`src/rtl/clkrate_pkg.sv`:
```
package clkrate_pkg;

    typedef enum logic [1:0] {
        DIV_RSVD = 2'b00,
        DIV_FAST = 2'b01,
        DIV_PM1  = 2'b10,
        DIV_PM2  = 2'b11
    } div_e;

    typedef enum logic [1:0] {
        SW_IDLE,
        SW_HOLD_CUR,
        SW_HOLD_NEXT,
        SW_WAIT_C1
    } swb_state_e;

endpackage

```
`src/rtl/clkrate_rx_edge.sv`:
```
module clkrate_rx_edge #(
    parameter int N_SER       = 2,
    parameter int SYNC_STAGES = 2
) (
    input  logic             clk,
    input  logic             rst_n,
    input  logic [N_SER-1:0] rxd,
    output logic [N_SER-1:0] fall
);

    // One shift chain per port: SYNC_STAGES synchronizer flops plus one history flop.
    for (genvar g = 0; g < N_SER; g++) begin : g_port
        logic [SYNC_STAGES:0] chain;

        always_ff @(posedge clk or negedge rst_n) begin
            if (!rst_n) begin
                chain <= '1;
            end else begin
                chain <= {chain[SYNC_STAGES-1:0], rxd[g]};
            end
        end

        assign fall[g] = chain[SYNC_STAGES] & ~chain[SYNC_STAGES-1];
    end

endmodule

```
`src/rtl/clkrate_divider.sv`:
```
module clkrate_divider
    import clkrate_pkg::*;
#(
    parameter int MC_LOG2     = 2,
    parameter int STEP_LOG2   = 4,
    parameter int PH_LOG2     = 2,
    parameter int TMR_SLOW_MC = 3,
    parameter int N_TMR       = 2
) (
    input  logic               clk,
    input  logic               rst_n,
    input  div_e               div_next,
    input  logic [N_TMR-1:0]   tmr_fast,
    output logic               mc_stb,
    output logic               mc_last,
    output logic               phase_stb,
    output logic [PH_LOG2-1:0] phase_o,
    output logic [N_TMR-1:0]   tmr_tick
);

    localparam int CNT_W = MC_LOG2 + 2 * STEP_LOG2;
    localparam int LEN_W = $clog2(CNT_W + 1);
    localparam int MCC_W = $clog2(TMR_SLOW_MC);

    div_e               cur_div;
    logic [CNT_W-1:0]   cnt;
    logic [MCC_W-1:0]   mc_cnt;
    logic [LEN_W-1:0]   len_l2;
    logic [LEN_W-1:0]   ph_shift;
    logic [CNT_W-1:0]   last_val;
    logic [CNT_W-1:0]   ph_mask;

    function automatic logic [LEN_W-1:0] len_of(input div_e d);
        logic [LEN_W-1:0] r;
        unique case (d)
            DIV_PM1: r = LEN_W'(MC_LOG2 + STEP_LOG2);
            DIV_PM2: r = LEN_W'(CNT_W);
            default: r = LEN_W'(MC_LOG2);
        endcase
        return r;
    endfunction

    assign len_l2   = len_of(cur_div);
    assign ph_shift = len_l2 - LEN_W'(PH_LOG2);
    assign last_val = ~({CNT_W{1'b1}} << len_l2);
    assign ph_mask  = ~({CNT_W{1'b1}} << ph_shift);

    assign mc_last   = (cnt == last_val);
    assign mc_stb    = (cnt == '0);
    assign phase_stb = ((cnt & ph_mask) == '0);
    assign phase_o   = PH_LOG2'(cnt >> ph_shift);

    always_ff @(posedge clk or negedge rst_n) begin
        if (!rst_n) begin
            cnt     <= '0;
            cur_div <= DIV_FAST;
            mc_cnt  <= '0;
        end else if (mc_last) begin
            cnt     <= '0;
            cur_div <= (div_next == DIV_RSVD) ? DIV_FAST : div_next;
            mc_cnt  <= (mc_cnt == MCC_W'(TMR_SLOW_MC - 1)) ? '0 : mc_cnt + 1'b1;
        end else begin
            cnt     <= cnt + 1'b1;
        end
    end

    for (genvar t = 0; t < N_TMR; t++) begin : g_tmr
        assign tmr_tick[t] = mc_stb & (tmr_fast[t] | (mc_cnt == '0));
    end

    // the active rate moves only on the last clock of a machine cycle
    assert_boundary_only_R6: assert property (@(posedge clk) disable iff (!rst_n)
        !mc_last |=> $stable(cur_div));

endmodule

```
`src/rtl/clkrate_swb_fsm.sv`:
```
module clkrate_swb_fsm
    import clkrate_pkg::*;
(
    input  logic clk,
    input  logic rst_n,
    input  logic swb_en,
    input  logic int_ack,
    input  logic ie_wr_instr,
    input  logic instr_stb,
    input  logic tx_wr_any,
    input  logic rx_hit,
    input  logic mc_last,
    output logic sw_apply,
    output logic int_apply,
    output logic pending
);

    swb_state_e state, state_nx;
    logic       tx_pend, tx_pend_nx;
    logic       tx_apply;

    // state register
    always_ff @(posedge clk or negedge rst_n) begin
        if (!rst_n) begin
            state   <= SW_IDLE;
            tx_pend <= 1'b0;
        end else begin
            state   <= state_nx;
            tx_pend <= tx_pend_nx;
        end
    end

    // outputs
    always_comb begin
        int_apply = swb_en & (state == SW_WAIT_C1) & mc_last;
        tx_apply  = swb_en & tx_pend & instr_stb;
        sw_apply  = int_apply | tx_apply | (swb_en & rx_hit);
        pending   = (state != SW_IDLE) | tx_pend;
    end

    // next state
    always_comb begin
        state_nx   = state;
        tx_pend_nx = tx_pend;
        if (!swb_en || sw_apply) begin
            state_nx   = SW_IDLE;
            tx_pend_nx = 1'b0;
        end else begin
            unique case (state)
                SW_IDLE:      if (int_ack)   state_nx = ie_wr_instr ? SW_HOLD_CUR : SW_WAIT_C1;
                SW_HOLD_CUR:  if (instr_stb) state_nx = SW_HOLD_NEXT;
                SW_HOLD_NEXT: if (instr_stb) state_nx = SW_WAIT_C1;
                SW_WAIT_C1:   state_nx = SW_WAIT_C1;
                default:      state_nx = SW_IDLE;
            endcase
            if (tx_wr_any) tx_pend_nx = 1'b1;
        end
    end

    // a held interrupt cannot reach C1 wait without an instruction boundary
    assert_hold_needs_instr_R11: assert property (@(posedge clk) disable iff (!rst_n)
        (state == SW_HOLD_NEXT && !instr_stb && swb_en) |=> (state == SW_HOLD_NEXT));

endmodule

```
`src/rtl/clkrate_ctrl.sv`:
```
module clkrate_ctrl
    import clkrate_pkg::*;
#(
    parameter int N_SER       = 2,
    parameter int N_TMR       = 2,
    parameter int SYNC_STAGES = 2,
    parameter int MC_LOG2     = 2,
    parameter int STEP_LOG2   = 4,
    parameter int TMR_SLOW_MC = 3
) (
    input  logic             clk,
    input  logic             rst_por_n,
    input  logic             rst_ext_n,
    input  logic             rst_wdt_n,
    input  logic             div_wr,
    input  logic [1:0]       div_wdata,
    input  logic             swb_en,
    input  logic             int_ack,
    input  logic             ie_wr_instr,
    input  logic             instr_stb,
    input  logic [N_SER-1:0] rxd,
    input  logic [N_SER-1:0] rx_en,
    input  logic [N_SER-1:0] tx_wr,
    input  logic [N_TMR-1:0] tmr_fast,
    output logic [1:0]       div_o,
    output logic             mc_stb,
    output logic             phase_stb,
    output logic [1:0]       phase_o,
    output logic [N_TMR-1:0] tmr_tick
);

    logic             rst_n;
    logic [N_SER-1:0] rx_fall;
    logic             rx_hit;
    logic             mc_last;
    logic             sw_apply;
    logic             int_apply;
    logic             pending;
    logic             new_evt;
    logic             wr_ok;
    div_e             div_q, div_nx;

    assign rst_n = rst_por_n & rst_ext_n & rst_wdt_n;

    clkrate_rx_edge #(
        .N_SER       (N_SER),
        .SYNC_STAGES (SYNC_STAGES)
    ) rx_edge_i (
        .clk   (clk),
        .rst_n (rst_n),
        .rxd   (rxd),
        .fall  (rx_fall)
    );

    assign rx_hit = |(rx_fall & rx_en);

    clkrate_swb_fsm swb_fsm_i (
        .clk         (clk),
        .rst_n       (rst_n),
        .swb_en      (swb_en),
        .int_ack     (int_ack),
        .ie_wr_instr (ie_wr_instr),
        .instr_stb   (instr_stb),
        .tx_wr_any   (|tx_wr),
        .rx_hit      (rx_hit),
        .mc_last     (mc_last),
        .sw_apply    (sw_apply),
        .int_apply   (int_apply),
        .pending     (pending)
    );

    assign new_evt = swb_en & (rx_hit | int_ack | (|tx_wr));
    assign wr_ok   = div_wr & ~pending & ~new_evt & (div_wdata != 2'b00);

    always_comb begin
        div_nx = div_q;
        if (sw_apply)   div_nx = DIV_FAST;
        else if (wr_ok) div_nx = div_e'(div_wdata);
    end

    always_ff @(posedge clk or negedge rst_n) begin
        if (!rst_n) div_q <= DIV_FAST;
        else        div_q <= div_nx;
    end

    assign div_o = div_q;

    clkrate_divider #(
        .MC_LOG2     (MC_LOG2),
        .STEP_LOG2   (STEP_LOG2),
        .PH_LOG2     (2),
        .TMR_SLOW_MC (TMR_SLOW_MC),
        .N_TMR       (N_TMR)
    ) divider_i (
        .clk       (clk),
        .rst_n     (rst_n),
        .div_next  (div_nx),
        .tmr_fast  (tmr_fast),
        .mc_stb    (mc_stb),
        .mc_last   (mc_last),
        .phase_stb (phase_stb),
        .phase_o   (phase_o),
        .tmr_tick  (tmr_tick)
    );

    assert_reserved_never_R5: assert property (@(posedge clk) disable iff (!rst_n)
        div_q != DIV_RSVD);

    assert_disabled_stable_R7: assert property (@(posedge clk) disable iff (!rst_n)
        (!swb_en && !div_wr) |=> $stable(div_q));

    assert_rx_apply_R8: assert property (@(posedge clk) disable iff (!rst_n)
        (swb_en && rx_hit) |=> (div_q == DIV_FAST));

    assert_c1_apply_R10: assert property (@(posedge clk) disable iff (!rst_n)
        int_apply |=> (div_q == DIV_FAST && mc_stb));

    assert_pending_blocks_R12: assert property (@(posedge clk) disable iff (!rst_n)
        (pending && !sw_apply) |=> $stable(div_q));

    assert_tick_on_mc_R4: assert property (@(posedge clk) disable iff (!rst_n)
        (|tmr_tick) |-> mc_stb);

endmodule

```
`config.mk`:
```
export PLATFORM = sky130hd
export DESIGN_NAME = clkrate_ctrl
export DESIGN_NICKNAME = d
export VERILOG_FILES = /design/src/rtl/clkrate_pkg.sv /design/src/rtl/clkrate_rx_edge.sv /design/src/rtl/clkrate_divider.sv /design/src/rtl/clkrate_swb_fsm.sv /design/src/rtl/clkrate_ctrl.sv
export SDC_FILE = /design/constraint.sdc
export NUM_CORES = 1
export LEC_CHECK = 0
export BUFFER_PORTS_ARGS = -buffer_cell sky130_fd_sc_hd__buf_2
export CAP_MARGIN = 10
export CORE_MARGIN = 3
export CORE_UTILIZATION = 48
export CTS_CLUSTER_DIAMETER = 100
export CTS_CLUSTER_SIZE = 8
export DETAILED_ROUTE_END_ITERATION = 10
export GPL_TIMING_DRIVEN = 0
export HOLD_SLACK_MARGIN = 0.02
export PLACE_DENSITY_LB_ADDON = 0.12
export SLEW_MARGIN = 20
export SYNTH_ARGS = -nofsm -noshare
export SYNTH_HDL_FRONTEND = slang
export SYNTH_SLANG_ARGS = --single-unit
```
`constraint.sdc`:
```
create_clock -name clk -period 2.5 [get_ports clk]
set_input_delay 0.25 -clock clk [delete_from_list [all_inputs] [get_ports clk]]
set_output_delay 0.25 -clock clk [all_outputs]
set_load 0.005 [all_outputs]
```
==> flow_summary.json, run 1 <==
{
  "status": "completed",
  "multi_input_area_um2": 706,
  "drive_gt1_share_pct": 41.6,
  "fill_cells": 216,
  "setup_viol": 0,
  "synthTopCellsByArea": "dfrtp_1 32%, dfstp_2 16%, ha_1 5.6%",
  "irDropWorstVdd_mv": 0.522,
  "die_h_um": 59.0,
  "cts_tree": "done",
  "vias": 1065,
  "syn_area_per_cell_um2": 10.5,
  "layoutNonFillerInstCount": 196,
  "place_inst": 185,
  "drt_wl_total_mm": 2.84,
  "area_growth_pct": 23.7,
  "leakage_uw": 0.000769,
  "coreArea_mm2": 0.00257,
  "root_buffer": "clkbuf_4",
  "cap_viol_max_count": 0,
  "detailed_place_hpwl_mm": 2.02,
  "tightest_slew_ns": 0.542,
  "grt_pass1_vias": 1095,
  "synth.top_cell.area_share_pct": 31.5,
  "seq_area_um2": 636,
  "n_antenna_cell": 0,
  "synth_area_mm2": 0.00135,
  "fin_crit_sh_pct": 98.2,
  "die_area_mm2": 0.00348,
  "fin_area_mm2": 0.00167,
  "ys_warn_count": 0,
  "slew_violations": 0,
  "hold_class": "in2async",
  "grt_max_degree": 26,
  "setup_ws_ns": 0.0441,
  "rows": 18,
  "cts-htree-levels": 1,
  "fin_skew_ns": 0.00119,
  "grt_pass1_wl_mm": 4.78,
  "ant_nets": 0,
  "start_util_pct": 52.5,
  "clkTransAtPathRegs_ns": 0.13,
  "drt_iter0_drc": 27,
  "firstDrtPassIters": 4,
  "finalNetCount": 192,
  "ys_types": 42,
  "power_density_mw_per_mm2": 759,
  "ioPinCount": 27,
  "fmax_mhz": 407,
  "die_x_um": 59.0,
  "clk_latency_ns": 0.31,
  "io_buffer_count": 26,
  "worst_ep_arrival_time_ns": 2.68,
  "yosysTopAreaCell": "dfrtp_1",
  "cts_buffers": 3,
  "startpoint_type": "flop",
  "ff2ff_path_depth": 7,
  "syn-num-nets": 154,
  "worst_setup_path_end_kind": "flop",
  "hold_ws_ns": 0.0546,
  "gp_congestion": 0.756,
  "via_per_inst": 5.43,
  "clock-sinks": 25,
  "pre_cts_ws_ns": -0.0429,
  "place_area_mm2": 0.00152,
  "cp.required_ns": 2.73,
  "max-clock-path-buffers": 2,
  "worstPathMaxFanout": 4,
  "rsz0062_at_grt": "yes",
  "layout_min_cycle_time_ns": 2.46,
  "ys_seq_area_share_pct": 47.1,
  "drc": 0,
  "grt.total_usage_pct": 18.1,
  "antenna_found_initial": 0,
  "grt_overflow": 0,
  "avgRoutedWirePerCell_um": 14.5,
  "synthCells": 129,
  "reg2reg_slack_ns": 0.04,
  "path_class": "reg2reg",
  "hold_violations": 0,
  "ys_ff_latch": 25,
  "slew_headroom_pct": 63.8
}
==> area by class of cell <==
class	instances	share of cell area, %
Multi-Input combinational cell	93	42.3
Sequential cell	25	38.1
Timing Repair Buffer	33	11.3
Buffer	5	2.93
Tap cell	30	2.25
Clock buffer	3	1.35
Inverter	6	1.35
Clock inverter	1	0.450
==> cell usage after synthesis, drive strengths merged <==
| cell | instances |
|---|---|
| a41oi | 1 |
| buf | 4 |
| a21o | 2 |
| or4 | 2 |
| xor2 | 4 |
| and2 | 5 |
| xnor2 | 3 |
| clkbuf | 1 |
| o21ai | 4 |
| a21oi | 9 |
| or2 | 1 |
| mux2i | 3 |
| nand2 | 10 |
| o31a | 1 |
| or3 | 1 |
| inv | 6 |
| mux2 | 2 |
| a31o | 1 |
| nand4 | 2 |
| or4b | 2 |
| and3 | 1 |
| ha | 6 |
| o21a | 2 |
| or3b | 2 |
| nor2 | 18 |
| nor3 | 2 |
| a211oi | 1 |
| o2111ai | 2 |
| nand3 | 3 |
| a211o | 2 |
| dfrtp | 17 |
| o22ai | 1 |
| dfstp | 8 |
==> critical path: stages, from the launching register on <==
cell      delay, ns
dfstp_2        0.56
and2_4         0.17
ha_4           0.19
or4b_4         0.51
a211o_4        0.36
a211oi_4       0.24
o21ai_2        0.12
a31o_1         0.22
==> per-layer routing <==
layer  routed length [um]  part of all wire (%)  global-route usage, %
met5                    0                     0                      0
met4                   29                   1.0                   8.41
met3                  107                   3.8                   3.70
met2                 1440                    51                   30.4
met1                 1270                    45                   22.3
==> kinds of logic (layout without fill, tap and decap cells) <==
family	after synthesis	in the layout	share of synthesized area, %
AO/OA/AOI/OAI	26	26	15.6
XOR/XNOR	7	7	4.55
adder cells (fa/ha/maj)	6	6	5.57
buffers and inverters	11	48	4.45
flip-flops	25	25	47.1
multiplexers	5	5	3.90
AND/OR/NAND/NOR	49	49	18.8
==> layout by cell type, fill, tap and decap left out, types with 3 or more instances in the layout <==
| master | netlist | final |
|---|---|---|
| o21ai_0 | 3 | 3 |
| nor2_1 | 18 | 18 |
| a21oi_1 | 8 | 8 |
| buf_6 | 1 | 3 |
| mux2i_1 | 3 | 3 |
| dfrtp_1 | 17 | 17 |
| inv_1 | 6 | 6 |
| xor2_1 | 4 | 4 |
| ha_1 | 6 | 4 |
| nand2_1 | 10 | 10 |
| buf_2 | 0 | 26 |
| dfstp_2 | 8 | 8 |
| clkbuf_4 | 0 | 3 |
| xnor2_1 | 3 | 3 |
| nand3_1 | 3 | 3 |
| buf_4 | 3 | 7 |
==> report_power, final <==
group / switching (uW) / internal (uW) / leakage [uW]
Sequential: 78.2 / 494 / 0.000307
Combinational: 249 / 264 / 0.000447
Clock: 120 / 61.1 / 0.0000139
Total: 447 / 819 / 0.000769
==> stage by stage <==
stage / utilization (%) / setup TNS (ns) / power (uW)
floorplan: - / 0 / 861
finish: 65.0 / 0 / 1270
detailed placement: 59.1 / -0.0816 / 979
global route: 65.0 / -0.0648 / 1370
CTS: 61.3 / 0 / 1180
global placement: 59.1 / -0.0134 / 958
==> flip-flops by register name, indices dropped and copies added (netlist names) <==
register,count
divider_i.cnt,10
rx_edge_i.g_port.chain,6
div_o,2
divider_i.cur_div,2
divider_i.mc_cnt,2
swb_fsm_i.state,2
swb_fsm_i.tx_pend,1
==> repair_timing <==
item | CTS | global route
gates resized for setup | 0 | 10
hold buffers | 2 | 0
endpoints found under the hold margin | 2 | 0
endpoints found under the setup margin | 11 | 16
setup buffers | 1 | 4
pin swaps | 1 | 6
==> worst paths after layout <==
kind                                                      to                          from
worst max-delay path                    divider_i.cur_div[1]          divider_i.cur_div[0]
worst min-delay path                        divider_i.cnt[5]                     rst_ext_n
worst max register to register          divider_i.cur_div[1]          divider_i.cur_div[0]
worst min register to register  rx_edge_i.g_port[1].chain[1]  rx_edge_i.g_port[1].chain[0]
max in group asynchronous               divider_i.cur_div[0]                     rst_wdt_n
min in group clk                          swb_fsm_i.state[1]                   ie_wr_instr
Power figures use the tool's default switching activity.
==> inputs of run 2 (changes only) <==
--- a/config.mk
+++ b/config.mk
@@ -15,6 +15,7 @@
 export GPL_TIMING_DRIVEN = 0
 export HOLD_SLACK_MARGIN = 0.02
 export PLACE_DENSITY_LB_ADDON = 0.12
+export RECOVER_POWER = 100
 export SLEW_MARGIN = 20
 export SYNTH_ARGS = -nofsm -noshare
 export SYNTH_HDL_FRONTEND = slang
==> flow_summary.json, run 2 (synthesis results as in run 1) <==
{
  "fmax_mhz": 407,
  "tns_ns": 0,
  "die_area_mm2": 0.00348,
  "firstDrtPassIters": 4,
  "slew_headroom_pct": 29.6,
  "r2r_start": "divider_i.cur_div[0]",
  "hold_depth": 3,
  "antenna_found_initial": 0,
  "fin_util_pct": 64.9,
  "layout_commonest_cell": "buf_2",
  "fin_crit_sh_pct": 98.2,
  "status": "completed",
  "rows": 18,
  "finalNetCount": 192,
  "setup_viol": 0,
  "power_density_mw_per_mm2": 760,
  "cts_tree": "done",
  "drive_gt1_share_pct": 41.0,
  "hold_violations": 0,
  "grt_pass1_vias": 1095,
  "gp_congestion": 0.756,
  "multi_input_area_um2": 704,
  "clk_latency_ns": 0.31,
  "clkTransAtPathRegs_ns": 0.13,
  "seq_area_um2": 636,
  "top_regs": "divider_i.cnt (10), rx_edge_i.g_port.chain (6)",
  "startpoint_type": "flop",
  "grt_pass1_wl_mm": 4.78,
  "drc": 0,
  "layout_min_cycle_time_ns": 2.46,
  "hold_class": "in2reg",
  "area_growth_pct": 23.6,
  "irDropWorstVdd_mv": 0.522,
  "place_inst": 185,
  "grt_max_degree": 26,
  "worst_ep_arrival_time_ns": 2.68,
  "clock-sinks": 25,
  "ant_nets": 0,
  "grt_overflow": 0,
  "fin_skew_ns": 0.00119,
  "die_x_um": 59.0,
  "cp-startpoint": "divider_i.cur_div[0]",
  "vias": 1065,
  "tightest_slew_ns": 1.06,
  "ioPinCount": 27,
  "worst_setup_path_end_kind": "flop",
  "regMostFlops": "divider_i.cnt",
  "via_per_inst": 5.43,
  "drt_iter0_drc": 27,
  "critPathMaxStageDelay_ns": 0.56,
  "cp.required_ns": 2.73,
  "cts-htree-levels": 1,
  "path_class": "reg2reg",
  "slew_violations": 0,
  "die_h_um": 59.0,
  "grt.total_usage_pct": 18.1,
  "finalPower_uw": 1270,
  "io_buffer_count": 26,
  "hp-start": "ie_wr_instr",
  "detailed_place_hpwl_mm": 2.02,
  "drt_wl_total_mm": 2.84,
  "n_antenna_cell": 0,
  "largest_reg_flops": 10,
  "worstPathMaxFanout": 4,
  "fill_cells": 217,
  "hold_ws_ns": 0.164,
  "avgRoutedWirePerCell_um": 14.5,
  "cap_viol_max_count": 0,
  "root_buffer": "clkbuf_4",
  "start_util_pct": 52.5,
  "layoutNonFillerInstCount": 196,
  "leakage_uw": 0.000769,
  "rsz0062_at_grt": "yes",
  "ff2ff_path_depth": 7,
  "coreArea_mm2": 0.00257,
  "worstPathCellList": "and2_4, ha_4, or4b_4, a211o_4, a211oi_4, o21ai_2, a31o_1",
  "mostFrequentLayoutCells": "26 x buf_2, 18 x nor2_1, 17 x dfrtp_1",
  "slowest_stage": "dfstp_2",
  "max-clock-path-buffers": 2,
  "cts_buffers": 3
}
## run 2: power breakdown
part / total [uW] / switching, uW / leakage (uW) / internal [uW]
sequential: 572 / 78.2 / 0.000307 / 494
clock: 181 / 120 / 0.0000139 / 61.1
combinational: 513 / 249 / 0.000448 / 264
## run 2: worst max-delay path: cells and delay by family (launching register included)
kind	cells	cell delay [ns]
fa+ha+maj	1	0.19
simple gates	2	0.68
flops	1	0.56
compound gates	4	0.94
## run 2: worst paths after layout
check	slack, ns	to
max	0.04	divider_i.cur_div[1]
min	0.16	swb_fsm_i.state[1]
max reg2reg	0.04	divider_i.cur_div[1]
min reg2reg	0.37	rx_edge_i.g_port[1].chain[1]
max in group asynchronous	1.63	divider_i.mc_cnt[1]
min in group asynchronous	0.24	divider_i.cnt[5]
## run 2: cell type report
cell class	count	share of cell area, %
well taps	30	2.25
clock buffers	3	1.35
inverters	6	1.35
repair buffers	33	11.3
multi-input cells	93	42.3
flip-flops and latches	25	38.1
plain buffers	5	2.93
clock inverters	1	0.450
## run 2: repair_timing
item | in CTS | in global routing
endpoints found under the setup margin | 11 | 16
hold endpoints to repair | 2 | 0
pin swaps | 1 | 6
gates cloned | 0 | 0
hold buffers | 2 | 0
resized for setup | 0 | 10
buffers inserted | 1 | 4
## run 2: stage by stage
| step | setup slack [ns] | instance area, um2 |
|---|---|---|
| after global placement | -0.00783 | 1520 |
| after detailed placement | -0.0429 | 1520 |
| after floorplan | 0.0963 | 1350 |
| after CTS | 0.00646 | 1570 |
| after global routing | -0.0433 | 1670 |
| final | 0.0441 | 1670 |
## run 2: routing by layer
| layer | share of wire, % | track usage [%] | vias up |
|---|---|---|---|
| met2 | 51 | 30.4 | 22 |
| met3 | 3.8 | 3.70 | 4 |
| met1 | 45 | 22.3 | 515 |
| li1 | - | - | 524 |
| met4 | 1.0 | 8.41 | 0 |
| met5 | 0 | 0 | - |
==> inputs of run 3 (changes only) <==
--- a/config.mk
+++ b/config.mk
@@ -6,7 +6,6 @@
 export NUM_CORES = 1
 export LEC_CHECK = 0
 export BUFFER_PORTS_ARGS = -buffer_cell sky130_fd_sc_hd__buf_2
-export CAP_MARGIN = 10
 export CORE_MARGIN = 3
 export CORE_UTILIZATION = 48
 export CTS_CLUSTER_DIAMETER = 100
@@ -16,6 +15,7 @@
 export HOLD_SLACK_MARGIN = 0.02
 export PLACE_DENSITY_LB_ADDON = 0.12
 export RECOVER_POWER = 100
+export SETUP_SLACK_MARGIN = 0.1
 export SLEW_MARGIN = 20
 export SYNTH_ARGS = -nofsm -noshare
 export SYNTH_HDL_FRONTEND = slang
==> flow_summary.json, run 3 (synthesis results as in run 1) <==
{
  "die_h_um": 59.0,
  "cp.required_ns": 2.73,
  "start_util_pct": 52.5,
  "drt_wl_total_mm": 2.96,
  "avgRoutedWirePerCell_um": 15.0,
  "vias": 1082,
  "slew_violations": 0,
  "grtUsageMet3_pct": 3.27,
  "area_growth_pct": 25.8,
  "max-clock-path-buffers": 2,
  "cap_viol_max_count": 0,
  "worst_setup_path_end_kind": "flop",
  "drc": 0,
  "grt_overflow": 0,
  "coreArea_mm2": 0.00257,
  "drive_gt1_share_pct": 38.9,
  "clkTransAtPathRegs_ns": 0.15,
  "layout_commonest_cell": "buf_2",
  "setup_viol": 0,
  "largest_reg_flops": 10,
  "finalNetCount": 193,
  "fmax_mhz": 420,
  "hp-start": "int_ack",
  "critPathMaxStageDelay_ns": 0.56,
  "fin_crit_sh_pct": 95.2,
  "r2r_start": "divider_i.cur_div[0]",
  "root_buffer": "clkbuf_4",
  "tns_ns": 0,
  "die_area_mm2": 0.00348,
  "grt_pass1_vias": 1085,
  "slew_headroom_pct": 27.1,
  "clk_latency_ns": 0.33,
  "slowest_stage": "dfstp_1",
  "cts-htree-levels": 1,
  "top_regs": "divider_i.cnt (10), rx_edge_i.g_port.chain (6)",
  "io_buffer_count": 26,
  "mostFrequentLayoutCells": "24 x buf_2, 18 x nor2_1, 16 x dfrtp_1",
  "ioPinCount": 27,
  "leakage_uw": 0.000764,
  "power_density_mw_per_mm2": 760,
  "grt_pass1_wl_mm": 4.91,
  "worstPathMaxFanout": 5,
  "layout_min_cycle_time_ns": 2.38,
  "detailed_place_hpwl_mm": 2.01,
  "hold_violations": 0,
  "regMostFlops": "divider_i.cnt",
  "rows": 18,
  "clock-sinks": 25,
  "grt_max_degree": 26,
  "grt_use_met2_pct": 30.1,
  "finalPower_uw": 1290,
  "worstPathCellList": "and2_4, ha_4, or4b_4, a211o_1, a21oi_4, mux2_4",
  "met1_usage_pct": 24.1,
  "grt_busiest_layer": "met2",
  "fin_skew_ns": 0.00707,
  "hold_class": "in2reg",
  "startpoint_type": "flop",
  "firstDrtPassIters": 6,
  "worst_ep_arrival_time_ns": 2.61,
  "n_antenna_cell": 0,
  "die_x_um": 59.0,
  "path_class": "reg2reg",
  "rsz0062_at_grt": "no",
  "ant_nets": 0,
  "drt_iter0_drc": 37,
  "grt.total_usage_pct": 19.0,
  "antenna_found_initial": 0,
  "status": "completed",
  "cp-startpoint": "divider_i.cur_div[0]",
  "via_per_inst": 5.49,
  "tightest_slew_ns": 1.09,
  "gp_congestion": 0.777,
  "cts_buffers": 3,
  "irDropWorstVdd_mv": 0.601,
  "cts_tree": "done"
}
-- run 3: repair_timing --
| item | in CTS | in global routing |
|---|---|---|
| gates resized for setup | 8 | 12 |
| pin swaps | 6 | 5 |
| hold endpoints to repair | 2 | 0 |
| setup buffers | 5 | 1 |
| hold buffers | 2 | 0 |
| setup endpoints to repair | 18 | 19 |
-- run 3: per-stage QoR --
step | hold slack, ns | util (%) | cells | setup slack, ns | area (um2)
floorplan | 0.254 | - | 129 | 0.137 | 1350
global placement | 0.347 | 59.1 | 185 | 0.0329 | 1520
detailed placement | 0.348 | 59.1 | 185 | 0.00892 | 1520
CTS | 0.147 | 64.4 | 196 | 0.0705 | 1650
global route | 0.138 | 66.1 | 197 | 0.0621 | 1700
finish | 0.149 | 66.1 | 197 | 0.121 | 1700
-- run 3: path summary, 6_finish.rpt --
check / end / slack [ns] / cells after the start
setup / recovery: divider_i.mc_cnt[0] / 0.12 / 6
hold / removal: swb_fsm_i.state[0] / 0.15 / 3
setup reg to reg: divider_i.mc_cnt[0] / 0.12 / 6
hold reg to reg: rx_edge_i.g_port[1].chain[1] / 0.37 / 0
max in group asynchronous: divider_i.cnt[0] / 1.53 / 2
min in group asynchronous: divider_i.cnt[5] / 0.23 / 2
-- run 3: cell type report --
class | count | area (um2)
fillers | 212 | 871
multi-input cells | 93 | 724
flip-flops and latches | 25 | 637
repair buffers | 34 | 193
plain buffers | 5 | 52.6
well taps | 30 | 37.5
clock buffers | 3 | 22.5
inverters | 6 | 22.5
clock inverters | 1 | 7.51
-- run 3: per-layer routing --
metal / part of all wire, % / vias up / wire length, um
li1: - / 524 / -
met1: 45 / 524 / 1320
met2: 48 / 25 / 1420
met3: 3.9 / 9 / 114
met4: 3.6 / 0 / 108
met5: 0 / - / 0
-- run 3: worst max-delay path: cells and delay by family, from the launching register on --
family / cells / cell delay, ns
simple gates: 2 / 0.65
flops: 1 / 0.56
compound gates: 2 / 0.55
mux: 1 / 0.32
fa+ha+maj: 1 / 0.20
-- run 3: power by group --
group	switching (uW)	internal, uW	total [uW]
Combinational	258	260	518
Clock	132	61.4	193
Sequential	86.2	492	578
Total	475	813	1290
